--- src/rtl/fcc_pkg.sv ---
package fcc_pkg;
  localparam int HDR_FC_W    = 8;
  localparam int DAT_FC_W    = 12;
  localparam int HDR_OUT_MAX = 127;
  localparam int DAT_OUT_MAX = 2047;

  function automatic int cap_of(input int depth, input int limit);
    return (depth < limit) ? depth : limit;
  endfunction
endpackage

--- src/rtl/fcc_lane.sv ---
module fcc_lane import fcc_pkg::*; #(
  parameter int W     = 8,
  parameter int DEPTH = 63,
  parameter int LIMIT = 127,
  parameter int THR   = 1,
  parameter int NW    = 1
) (
  input  logic          clk,
  input  logic          rst_n,
  input  logic          inf,
  input  logic          track,
  input  logic          latch,
  input  logic [NW-1:0] arr_n,
  input  logic [NW-1:0] rel_n,
  output logic [W-1:0]  fc,
  output logic          starve_fix,
  output logic          ovf
);
  localparam int CAP = cap_of(DEPTH, LIMIT);
  localparam int OW  = $clog2(CAP + 1) + 1;
  localparam logic [W-1:0] CAP_W = W'(CAP);
  localparam logic [W-1:0] THR_W = W'(THR);

  logic [W-1:0]  rel_tot, rcv_tot, adv;
  logic [W-1:0]  live, adv_head, live_head;
  logic [OW-1:0] occ;
  logic          ovf_q;

  // Grant is always the drained total plus the fixed allowance.
  assign live      = rel_tot + CAP_W;
  assign adv_head  = adv - rcv_tot;
  assign live_head = live - rcv_tot;

  always_ff @(posedge clk) begin
    if (!rst_n) begin
      rel_tot <= '0;
      rcv_tot <= '0;
      adv     <= CAP_W;
      occ     <= '0;
      ovf_q   <= 1'b0;
    end else begin
      rcv_tot <= rcv_tot + W'(arr_n);
      rel_tot <= rel_tot + W'(rel_n);
      occ     <= occ + OW'(arr_n) - OW'(rel_n);
      if (track || latch)
        adv <= live;
      if (!inf && (W'(arr_n) > adv_head))
        ovf_q <= 1'b1;
    end
  end

  assign starve_fix = !inf && (adv_head < THR_W) && (live_head >= THR_W);
  assign fc         = inf ? '0 : adv;
  assign ovf        = ovf_q;

  // offered headroom plus held entries stays within the allowance
  p_grant_cap_r3: assert property (@(posedge clk) disable iff (!rst_n || ovf_q || inf)
    (int'(occ) + int'(adv_head)) <= CAP);

  // drains never exceed what the buffer holds (input assumption)
  p_rel_within_occ_r2: assert property (@(posedge clk) disable iff (!rst_n || ovf_q || inf)
    int'(rel_n) <= (int'(occ) + int'(arr_n)));

  // overflow flag is sticky
  p_ovf_sticky_r9: assert property (@(posedge clk) disable iff (!rst_n)
    ovf_q |=> ovf_q);

  // advertised total frozen unless tracking or latching
  p_adv_hold_r10: assert property (@(posedge clk) disable iff (!rst_n)
    (!track && !latch) |=> $stable(adv));
endmodule

--- src/rtl/fcc_sched.sv ---
module fcc_sched #(
  parameter int PERIOD_US = 30
) (
  input  logic clk,
  input  logic rst_n,
  input  logic init,
  input  logic silent,
  input  logic tick,
  input  logic starve,
  input  logic ready,
  output logic valid,
  output logic latch
);
  localparam int TW = (PERIOD_US > 1) ? $clog2(PERIOD_US) : 1;
  localparam logic [TW-1:0] LAST = TW'(PERIOD_US - 1);

  logic [TW-1:0] timer;
  logic          valid_q;
  logic          due;

  assign due   = tick && (timer == LAST);
  assign latch = !init && !silent && !valid_q && (starve || due);

  always_ff @(posedge clk) begin
    if (!rst_n) begin
      valid_q <= 1'b0;
      timer   <= '0;
    end else if (latch) begin
      valid_q <= 1'b1;
      timer   <= '0;
    end else if (valid_q && ready) begin
      valid_q <= 1'b0;
      timer   <= '0;
    end else if (init) begin
      timer   <= '0;
    end else if (tick && (timer != LAST)) begin
      timer   <= timer + 1'b1;
    end
  end

  assign valid = valid_q;

  // the interval counter never runs past its deadline
  p_timer_bound_r6: assert property (@(posedge clk) disable iff (!rst_n)
    timer <= LAST);

  // no request starts from a cycle spent in initialization
  p_init_quiet_r5: assert property (@(posedge clk) disable iff (!rst_n)
    init |=> !$rose(valid_q));

  // a fully unlimited category stays silent
  p_silent_r4: assert property (@(posedge clk) disable iff (!rst_n)
    silent |=> !$rose(valid_q));

  // a pending request is only withdrawn by acceptance
  p_hold_valid_r8: assert property (@(posedge clk) disable iff (!rst_n)
    (valid_q && !ready) |=> valid_q);
endmodule

--- src/rtl/rx_credit_issuer.sv ---
module rx_credit_issuer import fcc_pkg::*; #(
  parameter int HDR_DEPTH    = 63,
  parameter int DAT_DEPTH    = 511,
  parameter int MAXPKT_UNITS = 32,
  parameter int PERIOD_US    = 30,
  localparam int UW          = $clog2(MAXPKT_UNITS + 1)
) (
  input  logic                clk,
  input  logic                rst_n,
  input  logic                init_phase,
  input  logic                cfg_inf_hdr,
  input  logic                cfg_inf_dat,
  input  logic                us_tick,
  input  logic                arr_hdr,
  input  logic [UW-1:0]       arr_units,
  input  logic                rel_hdr,
  input  logic [UW-1:0]       rel_units,
  input  logic                upd_ready,
  output logic                upd_valid,
  output logic [HDR_FC_W-1:0] hdr_fc,
  output logic [DAT_FC_W-1:0] dat_fc,
  output logic                hdr_ovf,
  output logic                dat_ovf
);
  logic h_starve, d_starve, latch;

  fcc_lane #(
    .W(HDR_FC_W), .DEPTH(HDR_DEPTH), .LIMIT(HDR_OUT_MAX), .THR(1), .NW(1)
  ) u_hdr (
    .clk(clk), .rst_n(rst_n), .inf(cfg_inf_hdr), .track(init_phase),
    .latch(latch), .arr_n(arr_hdr), .rel_n(rel_hdr),
    .fc(hdr_fc), .starve_fix(h_starve), .ovf(hdr_ovf)
  );

  fcc_lane #(
    .W(DAT_FC_W), .DEPTH(DAT_DEPTH), .LIMIT(DAT_OUT_MAX), .THR(MAXPKT_UNITS), .NW(UW)
  ) u_dat (
    .clk(clk), .rst_n(rst_n), .inf(cfg_inf_dat), .track(init_phase),
    .latch(latch), .arr_n(arr_units), .rel_n(rel_units),
    .fc(dat_fc), .starve_fix(d_starve), .ovf(dat_ovf)
  );

  fcc_sched #(.PERIOD_US(PERIOD_US)) u_sched (
    .clk(clk), .rst_n(rst_n), .init(init_phase),
    .silent(cfg_inf_hdr && cfg_inf_dat), .tick(us_tick),
    .starve(h_starve || d_starve), .ready(upd_ready),
    .valid(upd_valid), .latch(latch)
  );

  // fields stay put while an update waits for acceptance
  p_fields_stable_r8: assert property (@(posedge clk) disable iff (!rst_n)
    (upd_valid && !upd_ready) |=> (upd_valid && $stable(hdr_fc) && $stable(dat_fc)));
endmodule

--- config.mk ---
export PLATFORM = sky130hd
export DESIGN_NAME = rx_credit_issuer
export DESIGN_NICKNAME = d
export VERILOG_FILES = /design/src/rtl/fcc_pkg.sv /design/src/rtl/fcc_lane.sv /design/src/rtl/fcc_sched.sv /design/src/rtl/rx_credit_issuer.sv
export SDC_FILE = /design/constraint.sdc
export NUM_CORES = 1
export LEC_CHECK = 0
export ABC_AREA = 1
export BUFFER_PORTS_ARGS = -buffer_cell sky130_fd_sc_hd__buf_2
export CAP_MARGIN = 10
export CORE_ASPECT_RATIO = 0.7
export CORE_MARGIN = 4
export CORE_UTILIZATION = 62
export DETAILED_ROUTE_END_ITERATION = 8
export PLACE_DENSITY = 0.84
export SYNTH_ARGS = -nofsm -noshare
export SYNTH_HDL_FRONTEND = slang
export SYNTH_SLANG_ARGS = --single-unit
--- constraint.sdc ---
create_clock -name clk -period 3.5 [get_ports clk]
set_input_delay 0.35 -clock clk [delete_from_list [all_inputs] [get_ports clk]]
set_output_delay 0.35 -clock clk [all_outputs]
set_load 0.03 [all_outputs]
# ---- Word-level counts from Yosys, hierarchy flattened
# Cells that the tools add are included.
dict set report word_totals {
  ff_bits 68
  elab_cells 57
  output_inout_bits 23
  inputBits 21
}
dict set report classes {
  n_eq_ne 2
  magnitude_cmp 6
  bitwise 1
  n_reduce_logical 23
  n_addsub 11
  muxes 4
}
# op count
set op_table {}
lappend op_table {{$add A12 B6 Y12} 2}
lappend op_table {{$sub A12 B12 Y12} 2}
lappend op_table {{$add A8 B1 Y8} 2}
lappend op_table {{$sub A8 B8 Y8} 2}
lappend op_table {{$logic_and A1 B1 Y1} 13}
lappend op_table {{$add A12 B9 Y12 const B} 1}
lappend op_table {{$ge A12 B6 Y1 const B} 1}
lappend op_table {{$gt A6 B12 Y1} 1}
lappend op_table {{$lt A12 B6 Y1 const B} 1}
lappend op_table {{$mux W12} 1}
lappend op_table {{$add A8 B6 Y8 const B} 1}
lappend op_table {{$ge A8 B1 Y1 const B} 1}
lappend op_table {{$gt A1 B8 Y1} 1}
lappend op_table {{$lt A8 B1 Y1 const B} 1}
lappend op_table {{$mux W8} 1}
lappend op_table {{$add A5 B1 Y5 const B} 1}
lappend op_table {{$eq A5 B5 Y1 const B} 1}
lappend op_table {{$logic_not A1 Y1} 5}
lappend op_table {{$ne A5 B5 Y1 const B} 1}
lappend op_table {{$reduce_or A4 Y1} 1}
lappend op_table {{$logic_or A1 B1 Y1} 3}
lappend op_table {{$mux W1} 2}
lappend op_table {{$reduce_bool A2 Y1} 1}
lappend op_table {{$not A1 Y1} 1}

# ---- Depth between registers and ports, before layout
# Gate-level depths: netlist (run 1).
dict set report depth {
  ltp_word 8
  ltp_mapped 26
  mapped_depth_nobuf 26
}

# ---- By module
# Synthesis (run 1) repeated with hierarchy kept, for this count alone.
dict set report unflattened {
  hier_cells 930
  area_unflattened_um2 5926.9
}
# module seq_area_each_um2 cells_each n_inst area_per_inst_um2
set by_module_without_submodules {}
lappend by_module_without_submodules {{fcc_lane at u_dat} 740.7 547 1 3465.8}
lappend by_module_without_submodules {{fcc_lane at u_hdr} 500.5 307 1 1993.2}
lappend by_module_without_submodules {fcc_sched 120.1 71 1 449.2}
lappend by_module_without_submodules {rx_credit_issuer 0.0 5 1 18.8}

# ---- Worst setup path after synthesis (run 1)
# Ideal clock, no wire load.
dict set report synth_path {
  kind {reg2reg}
  start {register u_dat.rel_tot[1]}
  end {register u_dat.adv[3]}
  setup_slack_ps 643
  synth_period_minus_slack_ps 2857
  path_buffers 1
  arrival_ps 2724
  required_time_ps 3367
  path_stages_with_launch 24
  setup_time_ps 133
  path_cell_list {dfxtp_1 inv_1 ha_1 nand2_1 nor2_1 nand2_1 nor3_1 xor2_1 ha_1 a21oi_1 nor2_1 nor3b_1 o21ai_1 inv_1 nand2_1 nand2_1 nand2_1 nand2_1 nand2_2 nand2_4 nand2_8 buf_12 nand2_1 nand3_1}
}
dict set report synth_between {
  elab_chain_cells 8
}
# element line_no
set synth_lines {}
lappend synth_lines {{start: declaration} fcc_lane.sv:24} ;# logic [W-1:0] rel_tot, rcv_tot, adv;
lappend synth_lines {{start signal: assignment} fcc_lane.sv:43} ;# rel_tot <= rel_tot + W'(rel_n);
lappend synth_lines {{$add A12 B9 Y12} fcc_lane.sv:30} ;# assign live = rel_tot + CAP_W;
lappend synth_lines {{net u_dat.live[8]} fcc_lane.sv:25} ;# logic [W-1:0] live, adv_head, live_head;
lappend synth_lines {{$sub A12 B12 Y12} fcc_lane.sv:32} ;# assign live_head = live - rcv_tot;
lappend synth_lines {{$ge A12 B6 Y1} fcc_lane.sv:52} ;# assign starve_fix = !inf && (adv_head < THR_W) && (live_head >= THR_W);
lappend synth_lines {{$logic_and A1 B1 Y1} fcc_lane.sv:52}
lappend synth_lines {{$logic_or A1 B1 Y1} rx_credit_issuer.sv:46} ;# .starve(h_starve || d_starve), .ready(upd_ready),
lappend synth_lines {{$logic_or A1 B1 Y1} fcc_sched.sv:22} ;# assign latch = !init && !silent && !valid_q && (starve || due);
lappend synth_lines {{$logic_and A1 B1 Y1} fcc_sched.sv:22}
lappend synth_lines {{$logic_or A1 B1 Y1} fcc_lane.sv:45} ;# if (track || latch)
lappend synth_lines {{end signal: assignment} fcc_lane.sv:46} ;# adv <= live;
lappend synth_lines {{end: declaration} fcc_lane.sv:24}
# The timed path passes the listed nets, and every way through them passes these cells.
# A chain may end at the register's enable or synchronous reset.

# ---- Worst setup path after layout (run 1)
dict set report layout_path {
  start {register u_dat.rel_tot[1]}
  end {register u_hdr.adv[0]}
}
dict set report layout_between {
  elab_chain_cells 8
}
# element line_no
set layout_lines {}
lappend layout_lines {{$add A12 B9 Y12} fcc_lane.sv:30}
lappend layout_lines {{net u_dat.live[8]} fcc_lane.sv:25}
lappend layout_lines {{$sub A12 B12 Y12} fcc_lane.sv:32}
lappend layout_lines {{$ge A12 B6 Y1} fcc_lane.sv:52}
lappend layout_lines {{$logic_and A1 B1 Y1} fcc_lane.sv:52}
lappend layout_lines {{$logic_or A1 B1 Y1} rx_credit_issuer.sv:46}
lappend layout_lines {{$logic_or A1 B1 Y1} fcc_sched.sv:22}
lappend layout_lines {{$logic_and A1 B1 Y1} fcc_sched.sv:22}
lappend layout_lines {{$logic_or A1 B1 Y1} fcc_lane.sv:45}
lappend layout_lines {{end signal: assignment} fcc_lane.sv:46}
lappend layout_lines {{end: declaration} fcc_lane.sv:24}
# The timed path passes the listed nets, and every way through them passes these cells.

==> key figures, run 1 <==
Final layout
  • Post-layout nets: between 1,000 and 1,500
  • Layout area overhead: 11.4%
  • # diodes: 0
  • Layout cells sized above 1: 9.72%
  • Final non-filler cell total: 1,046

Route
  • Total Wirelength: roughly 15 mm
  • Drt wl/cell: between 10 and 15 um
  • 1st-iter DRT viols: around 550
  • Drt drc: 0
  • Vias after detailed routing: between 5,000 and 6,000
  • Drt via density: between 5 and 6
  • DRT antenna net count: 0
  • DRT Pass-1 Iters: 6

Synthesis
  • Asr flop ratio synth: 0%
  • Netlist cell types: 43
  • Syn nets: between 900 and 1,000
  • Yosys warnings: 0
  • Top post-synthesis cells by area: dfxtp_1, ha_1, nand2_1, inv_1, nand3_1
  • Post-Syn Area: roughly 5600 um^2
  • Post-synth EDFFs: 0
  • Top FF cell, synth: dfxtp_1
  • Synth top area share: roughly a quarter
  • Flops & latches, synth: 68
  • Synth top cells by count: nand2_1, inv_1, nor2_1
  • Largest area contributor in the netlist: dfxtp_1
  • Syn Inst Count: just under 900
  • Post-synthesis sequential area ratio: 24.1%
  • Synth Area per Inst: roughly 6.5 um^2
  • Cell with the most instances after synthesis: nand2_1

STA
  • Worst slew margin: around half
  • Fin crit share: roughly 92%
  • Final Max Slew Viols: 0
  • Final Hold Vio Count: 0
  • Clock skew: roughly 0.0059 ns
  • Min Tclk post-route: between 3 and 4 ns
  • Setup TNS: 0 ns
  • Hold slack: between 0.2 and 0.3 ns
  • Final setup fails: 0
  • Fmax: slightly above 0.3 GHz
  • Worst-Margin Slew: ~0.73 ns

Die
  • Core area: 8650 um^2
  • Die ar.: between 10,000 and 15,000 um^2
  • DIE HEIGHT: 87.8 um
  • Die W: 122 um
  • Site row count: 28
  • Io pins: 44
  • Starting density of the core: about 65%

Clock tree
  • Hold Buf Count CTS: 0
  • Reg clk slew, reported paths: approximately 0.06 ns
  • Root Driver: clkbuf_16
  • H-tree Lvls: 3
  • CTS tree: built
  • Num CTS Buffers: 9
  • Clk sinks: 68
  • Clk_lat worst skew: approximately 0.34 ns
  • CTS Buffer Depth: 2

Global routing
  • Initial antenna violation count: 0
  • Vias in the first global route: 5,315
  • Largest net degree at the start of global routing: 50
  • Gr usage total: 28.7%
  • First-pass GRT wire length: 24.7 mm
  • Grt total ovfl: 0

Power
  • P_leak: approximately 3.3 nW
  • P per Cell Area: around 540 nW/um^2
  • VDD IR max: ~390 uV
  • Design Power: approximately 0.0034 W

Placed design
  • Final GP Congestion: approximately 0.95
  • HPWL Detailed: 11.5 mm
  • Dpl cells: around 1,000
  • I/O Buffers: 43

Flow run
  • # Max-Cap Violations: 0

Worst setup path
  • Startpoint types: flop
  • Critical Path AT: roughly 3.4 ns
  • Setup CP Type: flop to flop
  • R2r setup slk: 0.27 ns
  • Max FO, Critical Path: 12
  • Worst EP required: between 3 and 4 ns
  • CP Capture Type: flop
  • Worst r2r path cells: 22

Hold path
  • Worst min path class: input pin to flop
  • Hold depth: 4

Status
  • Outcome: finished, final reports clean
[worst max-delay path: stages (launching register included)]
cell,delay (ns)
dfxtp_1,0.33
inv_1,0.10
ha_1,0.19
nand2_1,0.09
nor2_1,0.13
nand2_1,0.13
nor3_2,0.14
xor2_1,0.24
ha_1,0.33
nand2_1,0.11
inv_1,0.04
a21boi_0,0.22
nand2_1,0.08
nand2_1,0.06
nand3_1,0.09
nor2_1,0.11
nand2_1,0.06
nand2_1,0.09
nand2_2,0.10
nand2_8,0.13
nand2_4,0.13
nand2_1,0.11
nand3_1,0.07
[placed cells by master (no fill, tap or decap), types with 8 or more instances in the layout]
cell,count
nor3_1,11
clkbuf_16,9
o21ai_0,21
xor2_1,18
nand2_1,210
dfxtp_1,68
xnor2_1,8
a21oi_1,49
buf_2,43
inv_1,144
nand3_1,82
nand4_1,12
ha_1,63
nor2_1,107
[flip-flops by register name (all words and copies together) (netlist names)]
name / cells
u_dat.adv: 12
u_dat.ovf: 1
u_dat.rcv_tot: 12
u_dat.rel_tot: 12
u_hdr.adv: 8
u_hdr.ovf: 1
u_hdr.rcv_tot: 8
u_hdr.rel_tot: 8
u_sched.timer: 5
u_sched.valid: 1
[routing by layer]
layer  vias to the layer above  share of wire [%]  GRT usage, %
met1                      2570                 49          41.5
li1                       2904                  -             -
met2                       266                 41          44.7
met4                         0                1.4          7.22
met3                        28                8.6          5.16
met5                         -                  0             0
[logic make-up after synthesis]
logic type,count (synthesis),share of synthesized area (%)
XOR/XNOR,27,4.19
adder cells (fa/ha/maj),69,16.1
AND/OR/NAND/NOR,454,34.7
flip-flops,68,24.1
buffers and inverters,160,11.1
AO/OA/AOI/OAI,96,9.77
[power by group]
group	switching (W)	internal [W]	total (W)	leakage [nW]
Clock	0.000371	0.000483	0.000853	0.132
Combinational	0.00103	0.000605	0.00164	2.62
Sequential	0.0000720	0.000843	0.000915	0.558
Total	0.00147	0.00193	0.00340	3.31
[metrics by stage]
| stage | utilization (%) | setup slack (ns) | cell area (um^2) |
|---|---|---|---|
| final | 72.7 | 0.269 | 6290 |
| after CTS | 71.9 | 0.136 | 6230 |
| after global routing | 72.7 | -0.0661 | 6290 |
| after global placement | 68.8 | 0.358 | 5950 |
| after detailed placement | 68.8 | 0.165 | 5950 |
| after floorplan | - | 0.643 | 5650 |
[repair_timing]
item                       4_1_cts  5_1_grt
buffers inserted                 0        3
setup endpoints to repair        0       25
gates resized for setup          0        5
[path summary, 6_finish.rpt]
kind,startpoint,end
worst max-delay path,u_dat.rel_tot[1],u_hdr.adv[0]
worst min register to register,u_dat.ovf,u_dat.ovf
worst min-delay path,upd_ready,u_sched.valid
worst max register to register,u_dat.rel_tot[1],u_hdr.adv[0]
[area by class of cell]
| class | instances | area [um^2] |
|---|---|---|
| inverters | 147 | 552 |
| fillers | 739 | 2360 |
| flip-flops and latches | 68 | 1360 |
| multi-input cells | 647 | 3700 |
| clock inverters | 7 | 51.3 |
| well taps | 120 | 150 |
| clock buffers | 9 | 225 |
| repair buffers | 48 | 253 |
Power figures use the tool's default switching activity.
==> run 2, diff against run 1 <==
--- a/config.mk
+++ b/config.mk
@@ -9,5 +9,4 @@
 export BUFFER_PORTS_ARGS = -buffer_cell sky130_fd_sc_hd__buf_2
 export CAP_MARGIN = 10
-export CORE_ASPECT_RATIO = 0.7
 export CORE_MARGIN = 4
 export CORE_UTILIZATION = 62
==> constraint.sdc (replaced) <==
create_clock -name clk -period 3.5 [get_ports clk]
set_input_delay 0.175 -clock clk [delete_from_list [all_inputs] [get_ports clk]]
set_output_delay 0.175 -clock clk [all_outputs]
set_load 0.03 [all_outputs]
==> key figures, run 2 (synthesis gave the netlist of run 1 again) <==
Status
  • Outcome: finished, final reports clean

Final layout
  • Final instance area: between 6000 and 7000 um^2
  • Commonest non-fill, non-tap cell in the layout: nand2_1
  • Layout cells sized above 1: ~9.6%
  • Most frequent cells in the layout: nand2_1, inv_1, nor2_1, nand3_1, dfxtp_1
  • Final core occ: between 70% and 80%
  • Number of fillers in the final layout: between 700 and 800
  • Regs by FF count: u_dat.adv (12), u_dat.rcv_tot (12), u_dat.rel_tot (12)
  • Layout area overhead: 9.77%
  • # diodes: 0
  • Post-layout nets: roughly 1,000

STA
  • Fin crit share: a little over 90%
  • Worst slew margin: between 50% and 60%
  • Clock skew: roughly 0.012 ns
  • Final setup fails: 0
  • Final Worst Setup Slack: 0.229 ns
  • Worst-Margin Slew: just over 0.6 ns
  • Final Hold Vio Count: 0
  • Final Max Slew Viols: 0
  • Setup TNS: 0 ns
  • Min Tclk post-route: 3.27 ns
  • Fmax: 0.306 GHz

Power
  • P per Cell Area: 507 nW/um^2
  • Design Power: between 0.003 and 0.004 W
  • P_leak: roughly 3.3 nW
  • VDD IR max: just over 300 uV

Route
  • 1st-iter DRT viols: between 300 and 400
  • Vias after detailed routing: ~5,400
  • Total Wirelength: approximately 13 mm
  • DRT antenna net count: 0
  • Drt drc: 0
  • Drt wl/cell: roughly 12 um
  • DRT Pass-1 Iters: 5
  • Drt via density: around 5.3

Worst setup path
  • Crit path to: u_dat.adv[5]
  • Critical path buffers and inverters: 2
  • Most used cell, CP: nand2_1
  • CP Capture Type: flop
  • Setup CP Type: flop to flop
  • Stages on worst setup path: 21
  • R2r setup slk: about 0.23 ns
  • Reg-to-Reg Start: u_dat.rel_tot[0]
  • Slowest stage delay, CP: 0.33 ns
  • Max FO, Critical Path: 11
  • Reg2Reg Capture Point: u_dat.adv[5]
  • Critical Path AT: between 3 and 4 ns
  • Startpoint types: flop
  • CP startpoint: u_dat.rel_tot[0]
  • CP delay by family, top: simple AND/OR/NAND/NOR gates
  • Worst r2r path cells: 21
  • Worst EP required: about 3.7 ns
  • Cell Chain, Critical Path: inv_1 -> ha_1 -> nand2_1 -> nor2_1 -> nand2_1 -> nor3_2 -> xor2_1 -> ha_1 -> a21oi_2 -> nor2_1 -> nor3b_1 -> o21ai_1 -> nand3_1 -> nand2_1 -> nand2_1 -> nand2_1 -> nand2_2 -> nand2_8 -> buf_4 -> nand3_1 -> nand3_1
  • CP max stage cell: dfxtp_1

Die
  • Io pins: between 40 and 50
  • Die W: 103 um
  • DIE HEIGHT: 103 um
  • Die ar.: 10,700 um^2
  • Site row count: 34
  • Starting density of the core: between 60% and 70%
  • Core area: 8810 um^2

Placed design
  • HPWL Detailed: approximately 9.9 mm
  • I/O Buffers: 43
  • Final GP Congestion: ~0.87
  • Placed cell area: around 5900 um^2
  • Pre-CTS setup slack: between 0.15 and 0.2 ns

Clock tree
  • H-tree Lvls: 3
  • Clk sinks: slightly below 70
  • Num CTS Buffers: 9
  • Reg clk slew, reported paths: around 0.080 ns
  • CTS Buffer Depth: 2
  • Clk_lat worst skew: ~0.35 ns
  • Root Driver: clkbuf_8
  • CTS tree: built
  • Hold Buf Count CTS: 0

Hold path
  • Worst min path class: input pin to flop
  • Hold depth: 4

Global routing
  • Gr usage total: between 20% and 30%
  • First-pass GRT wire length: 21.3 mm
  • Vias in the first global route: about 4,800
  • Largest net degree at the start of global routing: 51
  • Initial antenna violation count: 0
  • Grt total ovfl: 0

Flow run
  • # Max-Cap Violations: 0
-- run 2: changes by cell type in the layout (fill, tap and decap cells not counted) --
cell	previous run	this run
clkbuf_8	0	10
clkbuf_16	9	0
clkbuf_1	0	2
clkinvlp_4	2	0
inv_6	2	0
a21boi_0	1	0
a21boi_2	0	1
buf_4	5	6
bufinv_16	0	1
nand3_1	82	83
nand3_2	2	1
-- run 2: worst min path at each step --
stage / start / endpoint / slack (ns)
6_report: upd_ready / u_sched.valid / 0.11
5_1_grt: upd_ready / u_sched.valid / 0.12
4_1_cts: upd_ready / u_sched.valid / 0.11
3_5_place_dp: u_dat.ovf / u_dat.ovf / 0.45
3_3_place_gp: u_dat.ovf / u_dat.ovf / 0.45
2_1_floorplan: upd_ready / u_sched.valid / 0.34
-- run 2: final cells by class --
| class | count | area (um^2) | share of cell area [%] |
|---|---|---|---|
| clock buffer | 12 | 145 | 2.34 |
| sequential | 68 | 1360 | 22.0 |
| multi-input combinational | 647 | 3700 | 59.6 |
| inverter | 147 | 552 | 8.90 |
| clock inverter | 4 | 48.8 | 0.787 |
| tap | 108 | 135 | 2.18 |
| timing repair buffer | 49 | 260 | 4.20 |
-- run 2: where the power goes --
group	switching, W	internal, W	leakage [nW]	total, W
clock	0.000296	0.000348	0.100	0.000644
combinational	0.000981	0.000608	2.62	0.00159
sequential	0.0000655	0.000842	0.558	0.000908
total	0.00134	0.00180	3.28	0.00314
-- run 2: per-stage QoR --
stage / hold slack [ns] / cells
floorplan: 0.338 / 874
global placement: 0.446 / 1015
detailed placement: 0.447 / 1015
CTS: 0.108 / 1031
global route: 0.118 / 1035
finish: 0.109 / 1035
-- run 2: worst register-to-register path, delay by kind of cell, from the launching register on --
family	cells	cell delay, ns
AOI/OAI and AO/OA	2	0.29
and+or+nand+nor	14	1.41
adders and majority gates	2	0.53
DFF	1	0.33
xor gates and xnor gates	1	0.25
buffers and inverters	2	0.30
-- run 2: what timing repair did --
action                                  CTS  global route
endpoints found under the setup margin    0            25
gates resized for setup                   0             6
buffers inserted                          0             3
-- run 2: metal layers --
metal / vias up / routed length (um) / GRT usage (%)
met5: - / 0 / 0
met4: 0 / 144 / 5.98
met3: 16 / 761 / 4.09
met2: 145 / 5360 / 38.0
met1: 2376 / 6380 / 36.0
li1: 2897 / - / -
